[config.mk]
export PLATFORM = sky130hd
export DESIGN_NAME = i2c_status_target
export DESIGN_NICKNAME = d
export VERILOG_FILES = /design/src/rtl/i2c_tgt_pkg.sv /design/src/rtl/i2c_line_sync.sv /design/src/rtl/i2c_bus_events.sv /design/src/rtl/i2c_tgt_engine.sv /design/src/rtl/i2c_tgt_regfile.sv /design/src/rtl/i2c_status_target.sv
export SDC_FILE = /design/constraint.sdc
export NUM_CORES = 1
export LEC_CHECK = 0
export BUFFER_PORTS_ARGS = -buffer_cell sky130_fd_sc_hd__buf_2
export CAP_MARGIN = 20
export CORE_MARGIN = 1
export CORE_UTILIZATION = 41
export DETAILED_ROUTE_END_ITERATION = 8
export SYNTH_ARGS = -nofsm -noshare
export SYNTH_HDL_FRONTEND = slang
export SYNTH_SLANG_ARGS = --single-unit
[constraint.sdc]
create_clock -name clk -period 1.4 [get_ports clk]
set_input_delay 0.14 -clock clk [delete_from_list [all_inputs] [get_ports clk]]
set_output_delay 0.14 -clock clk [all_outputs]
set_load 0.02 [all_outputs]
[src/rtl/i2c_tgt_pkg.sv]
package i2c_tgt_pkg;
  localparam int unsigned BYTE_W    = 8;
  localparam int unsigned REG_COUNT = 5;
  localparam int unsigned IRQ_BIT   = 4;

  localparam logic [BYTE_W-1:0] LED_RESET      = 8'h01;
  localparam logic [BYTE_W-1:0] BOOTVAR_CODE   = 8'h01;
  localparam logic [BYTE_W-1:0] FW_REV_CODE    = 8'h03;
  localparam logic [BYTE_W-1:0] BOARD_REV_CODE = 8'h03;

  typedef enum logic [2:0] {
    ST_IDLE,
    ST_ADDR,
    ST_ACK,
    ST_WR,
    ST_RD,
    ST_RD_ACK
  } tgt_state_e;
endpackage

[src/rtl/i2c_line_sync.sv]
module i2c_line_sync #(
  parameter int unsigned STAGES  = 2,
  parameter logic        RST_VAL = 1'b1
) (
  input  logic clk,
  input  logic rst_n,
  input  logic din,
  output logic dout
);
  logic [STAGES-1:0] chain_q;
  logic [STAGES-1:0] chain_d;

  always_comb begin
    chain_d = {chain_q[STAGES-2:0], din};
  end

  always_ff @(posedge clk or negedge rst_n) begin
    if (!rst_n) chain_q <= {STAGES{RST_VAL}};
    else        chain_q <= chain_d;
  end

  assign dout = chain_q[STAGES-1];
endmodule

[src/rtl/i2c_bus_events.sv]
module i2c_bus_events (
  input  logic clk,
  input  logic rst_n,
  input  logic scl_s,
  input  logic sda_s,
  output logic scl_rise,
  output logic scl_fall,
  output logic start_det,
  output logic stop_det
);
  logic scl_q, sda_q;

  always_ff @(posedge clk or negedge rst_n) begin
    if (!rst_n) begin
      scl_q <= 1'b1;
      sda_q <= 1'b1;
    end else begin
      scl_q <= scl_s;
      sda_q <= sda_s;
    end
  end

  always_comb begin
    scl_rise  = scl_s & ~scl_q;
    scl_fall  = ~scl_s & scl_q;
    start_det = scl_s & scl_q & sda_q & ~sda_s;
    stop_det  = scl_s & scl_q & ~sda_q & sda_s;
  end
endmodule

[src/rtl/i2c_tgt_engine.sv]
module i2c_tgt_engine
  import i2c_tgt_pkg::*;
#(
  parameter logic [6:0] TGT_ADDR = 7'h30
) (
  input  logic              clk,
  input  logic              rst_n,
  input  logic              sda_s,
  input  logic              scl_rise_i,
  input  logic              scl_fall_i,
  input  logic              start_i,
  input  logic              stop_i,
  input  logic [BYTE_W-1:0] rd_data_i,
  output logic [BYTE_W-1:0] ptr_o,
  output logic              wr_en_o,
  output logic [BYTE_W-1:0] wr_data_o,
  output logic              sda_low_o
);
  localparam int unsigned CNT_W = $clog2(BYTE_W);
  localparam logic [CNT_W-1:0] LAST_BIT = CNT_W'(BYTE_W - 1);

  tgt_state_e        state_q, state_d;
  logic [CNT_W-1:0]  bitcnt_q, bitcnt_d;
  logic [BYTE_W-1:0] shreg_q, shreg_d;
  logic [BYTE_W-1:0] ptr_q, ptr_d;
  logic              rw_q, rw_d;
  logic              ph_q, ph_d;
  logic              first_q, first_d;
  logic              sda_low_q, sda_low_d;
  logic [BYTE_W-1:0] rx_byte;

  assign rx_byte = {shreg_q[BYTE_W-2:0], sda_s};

  always_comb begin
    state_d   = state_q;
    bitcnt_d  = bitcnt_q;
    shreg_d   = shreg_q;
    ptr_d     = ptr_q;
    rw_d      = rw_q;
    ph_d      = ph_q;
    first_d   = first_q;
    sda_low_d = sda_low_q;
    wr_en_o   = 1'b0;
    if (stop_i) begin
      state_d   = ST_IDLE;
      sda_low_d = 1'b0;
    end else if (start_i) begin
      state_d   = ST_ADDR;
      bitcnt_d  = '0;
      first_d   = 1'b1;
      sda_low_d = 1'b0;
    end else begin
      unique case (state_q)
        ST_ADDR: if (scl_rise_i) begin
          shreg_d  = rx_byte;
          bitcnt_d = bitcnt_q + 1'b1;
          if (bitcnt_q == LAST_BIT) begin
            if (shreg_q[6:0] == TGT_ADDR) begin
              state_d = ST_ACK;
              rw_d    = sda_s;
              ph_d    = 1'b0;
            end else begin
              state_d = ST_IDLE;
            end
          end
        end
        ST_ACK: if (scl_fall_i) begin
          if (!ph_q) begin
            sda_low_d = 1'b1;
            ph_d      = 1'b1;
          end else begin
            ph_d     = 1'b0;
            bitcnt_d = '0;
            if (rw_q) begin
              state_d   = ST_RD;
              shreg_d   = rd_data_i;
              sda_low_d = ~rd_data_i[BYTE_W-1];
            end else begin
              state_d   = ST_WR;
              sda_low_d = 1'b0;
            end
          end
        end
        ST_WR: if (scl_rise_i) begin
          shreg_d  = rx_byte;
          bitcnt_d = bitcnt_q + 1'b1;
          if (bitcnt_q == LAST_BIT) begin
            state_d = ST_ACK;
            ph_d    = 1'b0;
            if (first_q) begin
              ptr_d   = rx_byte;
              first_d = 1'b0;
            end else begin
              wr_en_o = 1'b1;
              ptr_d   = ptr_q + 1'b1;
            end
          end
        end
        ST_RD: begin
          if (scl_rise_i) begin
            bitcnt_d = bitcnt_q + 1'b1;
            if (bitcnt_q == LAST_BIT) begin
              state_d = ST_RD_ACK;
              ph_d    = 1'b0;
            end
          end
          if (scl_fall_i) begin
            shreg_d   = {shreg_q[BYTE_W-2:0], 1'b0};
            sda_low_d = ~shreg_q[BYTE_W-2];
          end
        end
        ST_RD_ACK: begin
          if (scl_fall_i) begin
            if (!ph_q) begin
              sda_low_d = 1'b0;
              ph_d      = 1'b1;
            end else begin
              state_d   = ST_RD;
              bitcnt_d  = '0;
              shreg_d   = rd_data_i;
              sda_low_d = ~rd_data_i[BYTE_W-1];
            end
          end else if (scl_rise_i && ph_q) begin
            ptr_d = ptr_q + 1'b1;
            if (sda_s) state_d = ST_IDLE;
          end
        end
        default: ;
      endcase
    end
  end

  always_ff @(posedge clk or negedge rst_n) begin
    if (!rst_n) begin
      state_q   <= ST_IDLE;
      bitcnt_q  <= '0;
      shreg_q   <= '0;
      ptr_q     <= '0;
      rw_q      <= 1'b0;
      ph_q      <= 1'b0;
      first_q   <= 1'b0;
      sda_low_q <= 1'b0;
    end else begin
      state_q   <= state_d;
      bitcnt_q  <= bitcnt_d;
      shreg_q   <= shreg_d;
      ptr_q     <= ptr_d;
      rw_q      <= rw_d;
      ph_q      <= ph_d;
      first_q   <= first_d;
      sda_low_q <= sda_low_d;
    end
  end

  assign ptr_o     = ptr_q;
  assign wr_data_o = rx_byte;
  assign sda_low_o = sda_low_q;

  // the pull turns on only in the cycle after a detected SCL fall
  assert_drive_after_fall_R9: assert property (@(posedge clk) disable iff (!rst_n)
    $rose(sda_low_q) |-> $past(scl_fall_i));

  // the idle target keeps SDA released
  assert_idle_released_R1: assert property (@(posedge clk) disable iff (!rst_n)
    (state_q == ST_IDLE) |-> !sda_low_q);

  // idle is left only through a START
  assert_idle_until_start_R8: assert property (@(posedge clk) disable iff (!rst_n)
    (state_q == ST_IDLE && !start_i) |=> (state_q == ST_IDLE));
endmodule

[src/rtl/i2c_tgt_regfile.sv]
module i2c_tgt_regfile
  import i2c_tgt_pkg::*;
(
  input  logic              clk,
  input  logic              rst_n,
  input  logic [BYTE_W-1:0] idx_i,
  input  logic              wr_en_i,
  input  logic [BYTE_W-1:0] wr_data_i,
  input  logic              irq_s,
  output logic [BYTE_W-1:0] rd_data_o,
  output logic [BYTE_W-1:0] led_o
);
  logic [BYTE_W-1:0] led_q, led_d;
  logic              led_we;
  logic [REG_COUNT-1:0][BYTE_W-1:0] bank;

  always_comb begin
    led_we = wr_en_i && (idx_i == '0);
    led_d  = led_we ? wr_data_i : led_q;
  end

  always_ff @(posedge clk or negedge rst_n) begin
    if (!rst_n) led_q <= LED_RESET;
    else        led_q <= led_d;
  end

  always_comb begin
    bank          = '0;
    bank[0]       = led_q;
    bank[1]       = BOOTVAR_CODE;
    bank[2]       = FW_REV_CODE;
    bank[3]       = BOARD_REV_CODE;
    bank[4][IRQ_BIT] = irq_s;
    rd_data_o = '0;
    for (int i = 0; i < REG_COUNT; i++) begin
      if (idx_i == BYTE_W'(i)) rd_data_o = bank[i];
    end
  end

  assign led_o = led_q;

  // writes to read-only indices leave the LED byte untouched
  assert_ro_discard_R6: assert property (@(posedge clk) disable iff (!rst_n)
    (wr_en_i && idx_i != '0) |=> $stable(led_q));

  // a write at index zero lands in the LED byte on the next cycle
  assert_led_store_R3: assert property (@(posedge clk) disable iff (!rst_n)
    (wr_en_i && idx_i == '0) |=> (led_q == $past(wr_data_i)));

  // indices past the map read as zero
  assert_hi_index_zero_R6: assert property (@(posedge clk) disable iff (!rst_n)
    (idx_i >= BYTE_W'(REG_COUNT)) |-> (rd_data_o == '0));
endmodule

[src/rtl/i2c_status_target.sv]
module i2c_status_target
  import i2c_tgt_pkg::*;
#(
  parameter logic [6:0]  TGT_ADDR    = 7'h30,
  parameter int unsigned SYNC_STAGES = 2
) (
  input  logic              clk,
  input  logic              rst_n,
  input  logic              scl_i,
  input  logic              sda_i,
  output logic              sda_pull_o,
  input  logic              rtc_irq_i,
  output logic [BYTE_W-1:0] led_ctrl_o
);
  localparam int unsigned     NLINES   = 3;
  localparam logic [NLINES-1:0] LINE_RST = 3'b011;

  logic [1:0]        rst_pipe_q;
  logic              rst_sync_n;
  logic [NLINES-1:0] lines_raw, lines_s;
  logic              scl_rise, scl_fall, start_det, stop_det;
  logic [BYTE_W-1:0] ptr, wr_data, rd_data;
  logic              wr_en;

  always_ff @(posedge clk or negedge rst_n) begin
    if (!rst_n) rst_pipe_q <= 2'b00;
    else        rst_pipe_q <= {rst_pipe_q[0], 1'b1};
  end
  assign rst_sync_n = rst_pipe_q[1];

  assign lines_raw = {rtc_irq_i, sda_i, scl_i};

  for (genvar g = 0; g < NLINES; g++) begin : g_sync
    i2c_line_sync #(.STAGES(SYNC_STAGES), .RST_VAL(LINE_RST[g])) u_sync (
      .clk  (clk),
      .rst_n(rst_sync_n),
      .din  (lines_raw[g]),
      .dout (lines_s[g])
    );
  end

  i2c_bus_events u_events (
    .clk      (clk),
    .rst_n    (rst_sync_n),
    .scl_s    (lines_s[0]),
    .sda_s    (lines_s[1]),
    .scl_rise (scl_rise),
    .scl_fall (scl_fall),
    .start_det(start_det),
    .stop_det (stop_det)
  );

  i2c_tgt_engine #(.TGT_ADDR(TGT_ADDR)) u_engine (
    .clk       (clk),
    .rst_n     (rst_sync_n),
    .sda_s     (lines_s[1]),
    .scl_rise_i(scl_rise),
    .scl_fall_i(scl_fall),
    .start_i   (start_det),
    .stop_i    (stop_det),
    .rd_data_i (rd_data),
    .ptr_o     (ptr),
    .wr_en_o   (wr_en),
    .wr_data_o (wr_data),
    .sda_low_o (sda_pull_o)
  );

  i2c_tgt_regfile u_regs (
    .clk      (clk),
    .rst_n    (rst_sync_n),
    .idx_i    (ptr),
    .wr_en_i  (wr_en),
    .wr_data_i(wr_data),
    .irq_s    (lines_s[2]),
    .rd_data_o(rd_data),
    .led_o    (led_ctrl_o)
  );
endmodule

== Word-level counts from Yosys, hierarchy flattened ==
Index checks and enable logic that the tools add are counted.

* Register bits after elaboration: 43
* Bits of input ports: 5
* Output and inout bits: 9

* Add/sub/neg operators: 2
* Eq/ne operators: 43
* Mux-type cells: 67
* Bitwise operators: 15
* Reductions and logical operators: 24

{| class="wikitable"
|+ Operator list
! kind !! number
|-
| 8-bit two-way mux || 10
|-
| 3-bit two-way mux || 19
|-
| 7-bit two-way mux || 7
|-
| 4-bit by 3-bit != test with 1-bit output, second input constant || 7
|-
| 7-bit case mux with 4 select lines || 1
|-
| 1-bit two-way mux || 24
|-
| 2-bit by 1-bit != test with 1-bit output, second input constant || 12
|-
| 10-bit AND reduction || 2
|-
| 8-bit by 2-bit == test with 1-bit output, second input constant || 2
|-
| 8-bit case mux with 2 select lines || 1
|-
| 3-bit case mux with 5 select lines || 1
|-
| 4-bit != test, second input constant || 3
|-
| 12-bit AND reduction || 1
|-
| 5-bit by 4-bit != test with 1-bit output, second input constant || 2
|-
| 3-bit == test, second input constant || 3
|-
| 3-bit by 1-bit != test with 1-bit output, second input constant || 3
|-
| 8-bit by 1-bit adder with 8-bit output, second input constant || 1
|-
| 8-bit by 1-bit == test with 1-bit output, second input constant || 1
|-
| 8-bit by 3-bit == test with 1-bit output, second input constant || 1
|-
| 8-bit zero test || 1
|-
| 2-bit != test, second input constant || 4
|-
| 1-bit NOT || 8
|-
| 4-bit AND reduction || 2
|-
| 2-bit nonzero test || 4
|-
| other kinds (20) || 31
|}

== Logic depth before layout (Yosys ltp) ==
* Depth in word-level cells: 13
* Gate-level depth with buffers: 8
* Mapped depth without buffers: 7

== Cells and area by module ==
A second synthesis with hierarchy kept.

* Cell total of the unflattened synthesis: 233
* Area, all modules: 2511.2 sq um

{| class="wikitable"
|+ By module, submodules not included
! module !! instances !! cells an instance !! area each (sq um) !! seq. area each (sq um)
|-
| i2c_tgt_engine || 1 || 181 || 1755.4 || 625.6
|-
| i2c_tgt_regfile || 1 || 37 || 461.7 || 201.4
|-
| i2c_line_sync (g_sync[0].u_sync ...) || 2 || 2 || 52.6 || 52.6
|-
| i2c_bus_events || 1 || 6 || 85.1 || 52.6
|-
| i2c_status_target || 1 || 3 || 53.8 || 50.0
|-
| i2c_line_sync (g_sync[2].u_sync) || 1 || 2 || 50.0 || 50.0
|}

== Worst setup path before layout ==
OpenSTA, ideal clock, no wires.

* Kind: register to register
* Start point: register u_events.scl_q
* End point: register u_engine.state_q[0]
* Library setup time: 0.125 ns
* Data arrival time: 1.805 ns
* Required time: 1.275 ns
* Path slack: -0.530 ns
* Cell stages (with the launch flop): 7
* Clock period less this slack: 1.930 ns
* Path through: dfstp_2 buf_2 and2b_1 a22o_1 a221oi_1 a211o_1 mux2_4

* Longest elaborated chain between the ends: 5
* Elaborated cells between the ends (all ways): 26

{| class="wikitable"
|+ Ends and longest elaborated chain
! what !! RTL line !! source
|-
| start: declaration || i2c_bus_events.sv:11 || <nowiki>logic scl_q, sda_q;</nowiki>
|-
| start signal: assignment || i2c_bus_events.sv:18 || <nowiki>scl_q <= scl_s;</nowiki>
|-
| 1-bit AND (tied with other cells) || i2c_bus_events.sv:26, i2c_bus_events.sv:27 ||
|-
| 1-bit AND (tied with other cells) (2 in a row) || i2c_bus_events.sv:26 || <nowiki>start_det = scl_s & scl_q & sda_q & ~sda_s;</nowiki>
|-
| 5-bit by 4-bit != test with 1-bit output (no line) (tied with other cells) || -- ||
|-
| 12-bit AND reduction (no line) or 3-bit two-way mux (tied branches) || -- ||
|-
| end signal: assignment || i2c_tgt_engine.sv:144 || <nowiki>state_q <= state_d;</nowiki>
|-
| end: declaration || i2c_tgt_engine.sv:22 || <nowiki>tgt_state_e state_q, state_d;</nowiki>
|}

Several ways; a longest one is shown, not always the timed one.
A chain may end at the register's enable or synchronous reset.

== Final worst setup path ==
Ends and elaborated chain as after synthesis.

==> metrics.yaml <==
rr_worst_depth: 5
wirelength_um: 7960
nets: 383
power.total_mw: 2.78
drt_first_iter_violations: 128
synth_ff_type: "dfrtp_1"
drv_cap: 0
core_um2: 5640
dr.pass1.iters: 4
slew_violations: 0
cp_max_fo: 3
crit_path_end_kind: "flop"
period_share_pct: 133
final_antenna_net_count: 0
gr-usage-all-layers_pct: 25.2
arrival_ns: 2.05
grt_pass1_vias: 2463
clk_latency_ns: 0.30
synthTopCellsByArea: "dfrtp_1, dfstp_2, mux2_2"
synth-edff-count: 0
drive_gt1_share_pct: 58.6
ys_seq_area_share_pct: 44.1
cts_buffers: 5
crit-reg2reg-launch: "u_events.scl_q$_DFF_PN1_"
die_h_um: 79.5
ir_drop_mv: 0.510
die_area_um2: 6320
p_leak_nw: 1.82
startpoint: "u_events.scl_q$_DFF_PN1_"
dp_hpwl_um: 4990
gp_congestion: 0.930
syn_area_um2: 2460
cp_cell_sequence: "and2b_2 > a22o_1 > a221oi_2 > a211o_1 > mux2_4"
clk_pin_slew_ns: 0.08
pin_count: 14
clockRootBuffer: "clkbuf_8"
fmax_mhz: 538
whs_ns: 0.146
place_inst: 407
grt_pass1_wl_um: 12000
setup_tns_ns: -10.95
io_buffers: 13
fin_crit_ns: 1.86
placed_area_um2: 3350
row_count: 27
post_drt_wl_per_cell_um: 17.9
finalSetupViolCount: 33
cts_tree: "yes"
dp_slack_ns: -0.433
antenna_found_initial: 0
fillers: 374
cp.required_ns: 1.59
fin_area_um2: 4070
start_kind: "flop"
critical_path_class: "reg2reg"
multi_input_area_um2: 1720
cts_sinks: 43
slowest_stage: "dfstp_2"
violations: "setup timing"
ys.warnings.count: 0
vias: 2503
htreeDepth: 2
yosysMostFrequentCell: "dfrtp_1"
fin_ws_ns: -0.458
seq_area_um2: 1090
syn2layout_area_growth_pct: 65.4
diodes: 0
post_drt_via_cell_ratio: 5.64
synthTopCellsByCount: "dfrtp_1, a21oi_1, nand2_1, o21ai_0, nor2_1"
skew_ns: 0.0138
hp-class: "in2async"
syn-num-nets: 267
critPathMaxStageDelay_ns: 0.55
grt_max_degree: 27
instances_no_fill: 444
syn_avg_cell_area_um2: 9.66
cts_max_path_buffers: 2
power.density_nw_per_um2: 684
synth_seq_cells: 43
yosys.area.top_type_share_pct: 36.6
rsz0062_at_grt: "true"
final_util_pct: 72.2
async_reset_ff_share_pct: 100
status: "finished, violations left"
hold_viol: 0
drc: 0
dieWidth_um: 79.5
initial_core_util_pct: 43.6
ys_types: 56
grt_overflow_total: 0
synth_area_leader_cell: "dfrtp_1"
synthCells: 255
sequential cells by signal, summed over array words and instances, names as in the netlist:
name and count:
u_engine.first_q 1, u_engine.bitcnt_q 3, u_regs.led_o 8, u_engine.rw_q 1
u_engine.ptr_o 8, u_engine.ph_q 1, rst_pipe_q 2, u_engine.state_q 3
u_events.sda_q 1, u_events.scl_q 1, g_sync.u_sync.chain_q 6, u_engine.shreg_q 7
u_engine.sda_low_o 1
worst max-delay path: cells and delay by family, from the launching register on:
| family | cells | cell delay, ns |
|---|---|---|
| mux | 1 | 0.30 |
| simple gates | 1 | 0.24 |
| flops | 1 | 0.55 |
| compound gates | 3 | 0.66 |
kinds of logic after synthesis:
kind of cell             Yosys count  synth area share (%)
adder cells (fa/ha/maj)            7                  3.56
XOR/XNOR                           1                 0.356
buffers and inverters             24                  4.32
multiplexers                      16                  7.22
flip-flops                        43                  44.1
other                              1                 0.152
AND/OR/NAND/NOR                   83                  18.7
AO/OA/AOI/OAI                     80                  21.6
report_power, final:
part / internal [mW] / switching [mW] / leakage, nW
sequential: 1.31 / 0.0619 / 0.547
clock: 0.354 / 0.449 / 0.0385
combinational: 0.327 / 0.280 / 1.23
cell usage in the layout (no fill, tap or decap), drive strengths merged, types with 3 or more instances in the layout:
cell type,n
nor2b,4
nand2,20
and2b,3
a32o,3
nor2,17
clkbuf,8
dfstp,7
nand2b,8
a21oi,20
ha,7
a22oi,6
nor4,4
a31oi,3
buf,118
nand3,12
dlygate4sd3,4
o21ai,20
mux2,11
mux2i,5
a221oi,3
dfrtp,36
inv,10
nand4,3
o22ai,4
layout make-up:
type	count	share of cell area, %
Sequential cell	43	26.8
Clock buffer	7	1.87
Tap cell	72	2.21
Timing Repair Buffer	123	25.6
Inverter	10	1.11
Clock inverter	1	0.184
Multi-Input combinational cell	188	42.2
worst paths after layout:
check | endpoint | slack (ns)
worst max-delay path | u_engine.state_q[0]$_DFFE_PN0P_ | -0.46
worst min-delay path | rst_pipe_q[1]$_DFF_PN0_ | 0.15
worst max register to register | u_engine.state_q[0]$_DFFE_PN0P_ | -0.46
worst min register to register | u_engine.ptr_o[7]$_DFFE_PN0P_ | 0.19
max in group asynchronous | g_sync[1].u_sync.chain_q[0]$_DFF_PN1_ | 0.66
min in group clk | g_sync[0].u_sync.chain_q[1]$_DFF_PN1_ | 0.36
per-layer routing:
layer,vias up,track usage (%),routed length (µm)
met2,63,41.4,3970
met1,1241,33.5,3480
met3,18,3.77,328
met4,0,8.91,172
li1,1181,-,-
met5,-,0,0
repair_timing:
item,CTS,global route
endpoints found under the hold margin,5,0
buffers inserted,17,10
endpoints found under the setup margin,32,33
hold buffers,4,0
gates resized for setup,63,35
gates cloned,1,1
pin swaps,31,23
Power figures use the tool's default switching activity.
